==> config.mk <==
export PLATFORM = sky130hd
export DESIGN_NAME = rescell_top
export DESIGN_NICKNAME = d
export VERILOG_FILES = /design/src/rtl/rescell_pkg.sv /design/src/rtl/rescell_compress.sv /design/src/rtl/rescell_select.sv /design/src/rtl/rescell_loader.sv /design/src/rtl/rescell_top.sv
export SDC_FILE = /design/constraint.sdc
export NUM_CORES = 1
export LEC_CHECK = 0
export BUFFER_PORTS_ARGS = -buffer_cell sky130_fd_sc_hd__buf_2
export CAP_MARGIN = 20
export CORE_ASPECT_RATIO = 1.5
export CORE_MARGIN = 2
export CORE_UTILIZATION = 51
export CTS_CLUSTER_DIAMETER = 60
export DETAILED_ROUTE_END_ITERATION = 6
export GPL_TIMING_DRIVEN = 1
export PLACE_DENSITY_LB_ADDON = 0.25
export SLEW_MARGIN = 20
export SYNTH_ARGS = -nofsm -noshare
export SYNTH_HDL_FRONTEND = slang
export SYNTH_SLANG_ARGS = --single-unit
==> constraint.sdc <==
create_clock -name clk -period 1.3 [get_ports clk]
set_clock_uncertainty 0.15 [all_clocks]
set_input_delay 0.13 -clock clk [delete_from_list [all_inputs] [get_ports clk]]
set_output_delay 0.13 -clock clk [all_outputs]
set_load 0.02 [all_outputs]
==> src/rtl/rescell_pkg.sv <==
package rescell_pkg;

    typedef enum logic [1:0] {
        SLOT_ZERO = 2'b00,
        SLOT_ONE  = 2'b01,
        SLOT_PASS = 2'b10,
        SLOT_INV  = 2'b11
    } slot_code_e;

    typedef enum logic [1:0] {
        LD_IDLE   = 2'd0,
        LD_SHIFT  = 2'd1,
        LD_COMMIT = 2'd2
    } ld_state_e;

    // Row pair (even row, odd row) -> slot code
    function automatic slot_code_e pair_to_code(input logic row_even, input logic row_odd);
        slot_code_e code;
        unique case ({row_odd, row_even})
            2'b00:   code = SLOT_ZERO;
            2'b11:   code = SLOT_ONE;
            2'b10:   code = SLOT_PASS;
            default: code = SLOT_INV;
        endcase
        return code;
    endfunction

endpackage

==> src/rtl/rescell_compress.sv <==
module rescell_compress
    import rescell_pkg::*;
#(
    parameter int N = 4
) (
    input  logic [(1<<N)-1:0]          col,
    output logic [(1<<(N-1))-1:0][1:0] codes
);
    localparam int SLOTS = 1 << (N - 1);

    for (genvar k = 0; k < SLOTS; k++) begin : g_slot
        assign codes[k] = pair_to_code(col[2*k], col[2*k+1]);
    end

endmodule

==> src/rtl/rescell_select.sv <==
module rescell_select
    import rescell_pkg::*;
#(
    parameter int N = 4
) (
    input  logic [(1<<(N-1))-1:0][1:0] codes,
    input  logic [N-1:0]               fn_in,
    output logic                       fn_out
);
    localparam int AW = N - 1;

    logic          residue;
    logic          residue_n;
    logic [AW-1:0] slot_addr;
    slot_code_e    slot_code;

    assign residue   = fn_in[0];
    assign residue_n = ~residue;          // the single shared inverter
    assign slot_addr = fn_in[N-1:1];
    assign slot_code = slot_code_e'(codes[slot_addr]);

    always_comb begin
        unique case (slot_code)
            SLOT_ZERO: fn_out = 1'b0;
            SLOT_ONE:  fn_out = 1'b1;
            SLOT_PASS: fn_out = residue;
            default:   fn_out = residue_n;
        endcase
    end

endmodule

==> src/rtl/rescell_loader.sv <==
module rescell_loader
    import rescell_pkg::*;
#(
    parameter int ROWS = 16
) (
    input  logic            clk,
    input  logic            rst_n,
    input  logic            par_we,
    input  logic [ROWS-1:0] par_col,
    input  logic            ser_en,
    input  logic            ser_bit,
    output logic [ROWS-1:0] col_q,
    output logic            commit
);
    localparam int CW = $clog2(ROWS);
    localparam logic [CW-1:0] LAST = CW'(ROWS - 1);

    ld_state_e     state_q, state_d;
    logic [CW-1:0] cnt_q;
    logic          take_bit, take_par;

    // State register
    always_ff @(posedge clk or negedge rst_n) begin
        if (!rst_n) state_q <= LD_IDLE;
        else        state_q <= state_d;
    end

    // Transitions
    always_comb begin
        state_d  = state_q;
        take_bit = 1'b0;
        take_par = 1'b0;
        unique case (state_q)
            LD_IDLE: begin
                if (ser_en) begin
                    take_bit = 1'b1;
                    state_d  = LD_SHIFT;
                end else if (par_we) begin
                    take_par = 1'b1;
                    state_d  = LD_COMMIT;
                end
            end
            LD_SHIFT: begin
                if (ser_en) begin
                    take_bit = 1'b1;
                    if (cnt_q == LAST) state_d = LD_COMMIT;
                end
            end
            LD_COMMIT: state_d = LD_IDLE;
            default:   state_d = LD_IDLE;
        endcase
    end

    // Outputs
    always_comb begin
        commit = (state_q == LD_COMMIT);
    end

    // Column shift register and bit counter
    always_ff @(posedge clk or negedge rst_n) begin
        if (!rst_n) begin
            col_q <= '0;
            cnt_q <= '0;
        end else if (take_bit) begin
            col_q <= {ser_bit, col_q[ROWS-1:1]};
            cnt_q <= (cnt_q == LAST) ? '0 : cnt_q + CW'(1);
        end else if (take_par) begin
            col_q <= par_col;
            cnt_q <= '0;
        end
    end

endmodule

==> src/rtl/rescell_top.sv <==
module rescell_top
    import rescell_pkg::*;
#(
    parameter int N = 4
) (
    input  logic               clk,
    input  logic               rst_n,
    input  logic               cfg_par_we,
    input  logic [(1<<N)-1:0]  cfg_par_col,
    input  logic               cfg_ser_en,
    input  logic               cfg_ser_bit,
    output logic               cfg_done,
    input  logic [N-1:0]       fn_in,
    output logic               fn_out
);
    localparam int ROWS  = 1 << N;
    localparam int SLOTS = 1 << (N - 1);

    logic [ROWS-1:0]       col_q;
    logic [SLOTS-1:0][1:0] next_codes;
    logic [SLOTS-1:0][1:0] slot_codes;

    rescell_loader #(.ROWS(ROWS)) loader_i (
        .clk     (clk),
        .rst_n   (rst_n),
        .par_we  (cfg_par_we),
        .par_col (cfg_par_col),
        .ser_en  (cfg_ser_en),
        .ser_bit (cfg_ser_bit),
        .col_q   (col_q),
        .commit  (cfg_done)
    );

    rescell_compress #(.N(N)) compress_i (
        .col   (col_q),
        .codes (next_codes)
    );

    always_ff @(posedge clk or negedge rst_n) begin
        if (!rst_n)        slot_codes <= '0;
        else if (cfg_done) slot_codes <= next_codes;
    end

    rescell_select #(.N(N)) select_i (
        .codes  (slot_codes),
        .fn_in  (fn_in),
        .fn_out (fn_out)
    );

endmodule

### Yosys cells after proc, flatten, opt, wreduce, memory -nomap -nowiden

Index checks and enable logic that the tools add are counted.

| storage, ports and cells | value |
|---|---|
| bits in registers | 38 |
| bits of input ports | 25 |
| output and inout port bits | 2 |
| logic and storage cells | 77 |

| cells by class | value |
|---|---|
| $add $sub $neg | 1 |
| magnitude comparators | 1 |
| eq/ne operators | 24 |
| multiplexer cells | 26 |
| bitwise gates (word level) | 1 |
| reduce and logical (&&, ||, !) cells | 13 |

Operators with widths:

| operator | count |
|---|---|
| $pmux W2 S3 | 8 |
| $eq A2 B2 Y1 const B | 18 |
| $mux W16 | 2 |
| $logic_not A2 Y1 | 10 |
| $mux W4 | 3 |
| $mux W2 | 5 |
| $bmux W2 S3 | 1 |
| $mux W1 | 5 |
| $add A4 B1 Y4 const B | 1 |
| $eq A2 B1 Y1 const B | 2 |
| $eq A4 B4 Y1 const B | 1 |
| $lt A3 B4 Y1 const B | 1 |
| $pmux W2 S2 | 1 |
| $ne A3 B3 Y1 const B | 1 |
| $pmux W1 S3 | 1 |
| $reduce_and A3 Y1 | 1 |
| $ne A2 B1 Y1 const B | 1 |
| $ne A2 B2 Y1 const B | 1 |
| $reduce_bool A2 Y1 | 1 |
| $reduce_or A2 Y1 | 1 |
| $not A1 Y1 | 1 |

### Logic depth before layout (Yosys ltp)

| logic depth | value |
|---|---|
| depth in word-level cells | 5 |
| mapped depth | 5 |
| mapped depth without buffers | 5 |

### Modules after synthesis

A second synthesis with hierarchy kept.

| second synthesis, totals | value |
|---|---|
| cells, all modules | 170 |
| area, all modules | 2,255.9 µm² |

By module, submodules not included:

| module | times used | cells each | area an instance (µm²) | sequential area each (µm²) |
|---|---|---|---|---|
| rescell_loader | 1 | 85 | 1,148.6 | 550.5 |
| rescell_top | 1 | 34 | 649.4 | 400.4 |
| rescell_compress | 1 | 40 | 310.3 | 0.0 |
| rescell_select | 1 | 11 | 147.6 | 0.0 |

### Least setup slack after synthesis

OpenSTA, ideal clock, no wires.

| timing | value |
|---|---|
| path type | flip-flop to output port |
| start point | register slot_codes[15] (netlist name) |
| end point | output fn_out |
| arrival time | 1.390 ns |
| data required time | 1.020 ns |
| slack | -0.370 ns |
| stages on the path, launching flop included | 5 |
| buffers on the path | 0 |
| cell sequence | dfrtp_1 > mux4_2 > nand2b_1 > o211ai_2 > xor2_1 |

| between the ends | value |
|---|---|
| cells in the longest elaborated chain, start to end | 4 |
| elaborated cells between the ends (all ways) | 6 |
| classes of those cells | eq/ne (2); mux (3); reduce/logical (1) |

RTL lines:

| item | line | source |
|---|---|---|
| from (decl) | rescell_top.sv:21 | `logic [SLOTS-1:0][1:0] slot_codes;` |
| from (signal assigned) | rescell_top.sv:41 | `else if (cfg_done) slot_codes <= next_codes;` |
| $bmux W2 S3 * | rescell_select.sv:20 | `assign slot_code = slot_code_e'(codes[slot_addr]);` |
| $mux W2 (not written as such) * | rescell_select.sv:20 |  |
| $eq A2 B2 Y1, or another cell as far along | rescell_select.sv:23 | `unique case (slot_code)` |
| $pmux W1 S3 * | rescell_select.sv:23 |  |
| to (decl) | rescell_top.sv:14 | `output logic fn_out` |

Mark *: on every way between the ends. The rest lies on a longest branch, timed or not. The select of a mux whose other input is x is not followed.

### Worst setup path in the final report

Same ends and word-level chain as after synthesis.

==> flow_summary.toml <==
[placement]
port_buffers = 26
dp.cells = 272
gp_congestion = 0.7796
dp_hpwl_mm = 2.991

[cells_and_area]
multi_input_area_sq_um = 1146
final_cells = 308
diodes = 0
fillCellCount = 236
layout-drive-gt1-share_pct = 37.36
area_growth_pct = 47.96
nets = 307
seqCellArea_sq_um = 952.2
final_util_pct = 79.26

[die]
start_util_pct = 53.57
fp.dieW_um = 55.01
die_y_um = 80.52
rows = 27
die-area_sq_um = 4429
ioPinCount = 27
coreArea_sq_um = 3716

[power_and_ir_drop]
p_sw_uw = 2407
combPwrFrac_pct = 50.9
ir_drop_v = 0.001772
p_leak_uw = 0.001420
p_seq_share_pct = 36.6
swShare_pct = 39.00
power_density_nw_per_um2 = 2096
p_clk_share_pct = 12.5
power_uw = 6172
internal_power_uw = 3765

[sta]
finalMaxSlewViolations = 0
hold_ws_ns = 0.01795
finalWorstSetupSlack_ns = -0.6476
hold_viol = 0
rsz0062_at_grt = "true"
period_minus_slack_ns = 1.948
max-slew-margin-rel_pct = 79.26
setup_viol = 20
max_freq_mhz = 513.5
finalCritPeriodShare_pct = 149.8
fin_setup_tns_ns = -1.998
worst_pin_slew_ns = 0.3103

[critical_path]
max_stage_delay_ns = 0.46
arrival_ns = 1.67
crit_path_end_kind = "output port"
cp_slowest_cell = "mux4_2"
path_class = "register to output port"
cp-start-kind = "register"
path_cells = "mux4_2, nand2b_4, o211ai_2, xor2_2, buf_6"
path_max_fanout = 2
required_ns = 1.02

[global_routing]
grt_pass1_wl_mm = 7.907
overflow = 0
antenna_found_initial = 0
grt_pass1_vias = 1702
grt_start_max_net_pins = 39
track_usage_pct = 25.45

[synthesis]
synthCells = 194
synth_top_cell_area_share_pct = 47.77
synth_seq_cells = 38
seq_area_frac_synth_pct = 47.77
synth_nets = 236
yosysTopAreaCell = "dfrtp_1"
yosys-top-cells-area = "dfrtp_1 (48%), ha_1 (11%), mux2i_1 (9.1%)"
syn_area_per_cell_sq_um = 10.26
netlist_top_cells_count = "dfrtp_1 (38), o21ai_0 (36), nand2_1 (35), mux2i_1 (18), ha_1 (17)"
synth_cell_types = 28
yosysWarningCount = 0
syn_area_sq_um = 1991
async_reset_ff_share_pct = 100.0
synth_ff_type = "dfrtp_1"
synth.most_common_cell = "dfrtp_1"
synth_edf_count = 0

[route]
dr.first_iter.drc_count = 34
route.detailed.drc = 0
wl_per_cell_um = 17.82
dr.pass1.iters = 4
num_vias = 1728
routed_wl_mm = 5.490
via_per_inst = 5.610
detail-route-antenna-nets = 0

[clock_network]
clk_pin_slew_ns = 0.07
ctsHtreeMaxLevel = 2
clk_path_buf_depth = 2
cts_tree = "done"
clk_latency_ns = 0.29
ctsRootBufferMaster = "clkbuf_8"
numCtsBuffers = 5
cts.sinks = 38

[hold_path]
min_path_type = "primary input to register"

[status]
violations = "setup timing"
status = "complete, but fails checks"

[job]
drv_cap = 0
-- layer usage --
metal	vias up	track usage (%)	part of all wire, %
met4	0	10.49	3.5
met5	-	0	0
li1	803	-	-
met3	16	5.390	3.8
met1	852	28.24	36
met2	57	44.88	57
-- stage by stage --
stage / worst slack [ns] / instance area, sq um
4_1_cts: -0.6789 / 2721
3_3_place_gp: -0.3294 / 2317
2_1_floorplan: -0.2765 / 2011
5_1_grt: -0.7126 / 2945
6_report: -0.6476 / 2945
3_5_place_dp: -0.3881 / 2317
-- final timing paths --
kind                                     start                 end  slack, ns  cells after the start
max                             slot_codes[15]              fn_out      -0.65                      5
min                             cfg_par_col[3]   loader_i.col_q[3]       0.02                      3
max reg2reg                loader_i.state_q[1]  loader_i.col_q[11]      -0.12                      4
min reg2reg                      slot_codes[8]       slot_codes[8]       0.34                      2
max in group asynchronous                rst_n   loader_i.col_q[9]       0.63                      3
min in group asynchronous                rst_n   loader_i.col_q[2]       0.18                      3
-- area by class of cell --
type,instances,area share (%)
timing repair buffer,72,23.02
inverter,9,1.317
clock buffer,7,2.591
tap,43,1.827
sequential,38,32.33
multi-input combinational,139,38.91
-- power by group through the flow --
stage | Combinational (uW) | Clock [uW] | Sequential [uW]
2_1_floorplan | 1400 | 0 | 2060
3_3_place_gp | 2020 | 0 | 2110
3_5_place_dp | 2120 | 0 | 2160
4_1_cts | 2500 | 779 | 2170
5_1_grt | 3410 | 834 | 2340
6_report | 3140 | 772 | 2260
-- worst max-delay path: cells and delay by family (launching register included) --
| family | cells | cell delay, ns |
|---|---|---|
| buffers and inverters | 1 | 0.14 |
| AO/OA/AOI/OAI | 1 | 0.07 |
| multiplexers | 1 | 0.46 |
| XOR/XNOR | 1 | 0.17 |
| flip-flops | 1 | 0.38 |
| AND/OR/NAND/NOR | 1 | 0.15 |
-- cell usage in the layout (no fill, tap or decap), drive strengths merged --
cell type and count:
o31ai 1, nor2b 2, a31oi 1, o211ai 1, buf 52, o21bai 3, xor2 1, o21ai 36
a21oi 1, ha 17, dlygate4sd3 18, mux2 1, dfrtp 38, and3 1, nor3 1, clkinv 1
o31a 1, mux2i 18, nand2 35, inv 8, mux4 3, nor2 10, a21o 1, nand2b 3
clkbuf 9, nand4 1, a22o 1
-- flip-flops by register name, summed over array words and instances, names as in the netlist --
signal / flops
loader_i.col_q: 16
slot_codes: 16
loader_i.state_q: 2
loader_i.cnt_q: 4
-- kinds of logic (layout without fill, tap and decap cells) --
family                   count (synthesis)  after routing  share of synthesized area (%)
AO/OA/AOI/OAI                           45             46                          12.89
XOR/XNOR                                 1              1                         0.4401
adder cells (fa/ha/maj)                 17             17                          10.68
buffers and inverters                   18             88                          3.897
flip-flops                              38             38                          47.77
multiplexers                            22             22                          13.39
AND/OR/NAND/NOR                         53             53                          10.94
-- repair_timing --
item	in CTS	in global routing
setup endpoints to repair	15	33
gates cloned	2	4
hold buffers	17	1
hold endpoints to repair	53	1
gates resized for setup	31	52
buffers inserted	4	2
pin swaps	5	10
Power figures use the tool's default switching activity.
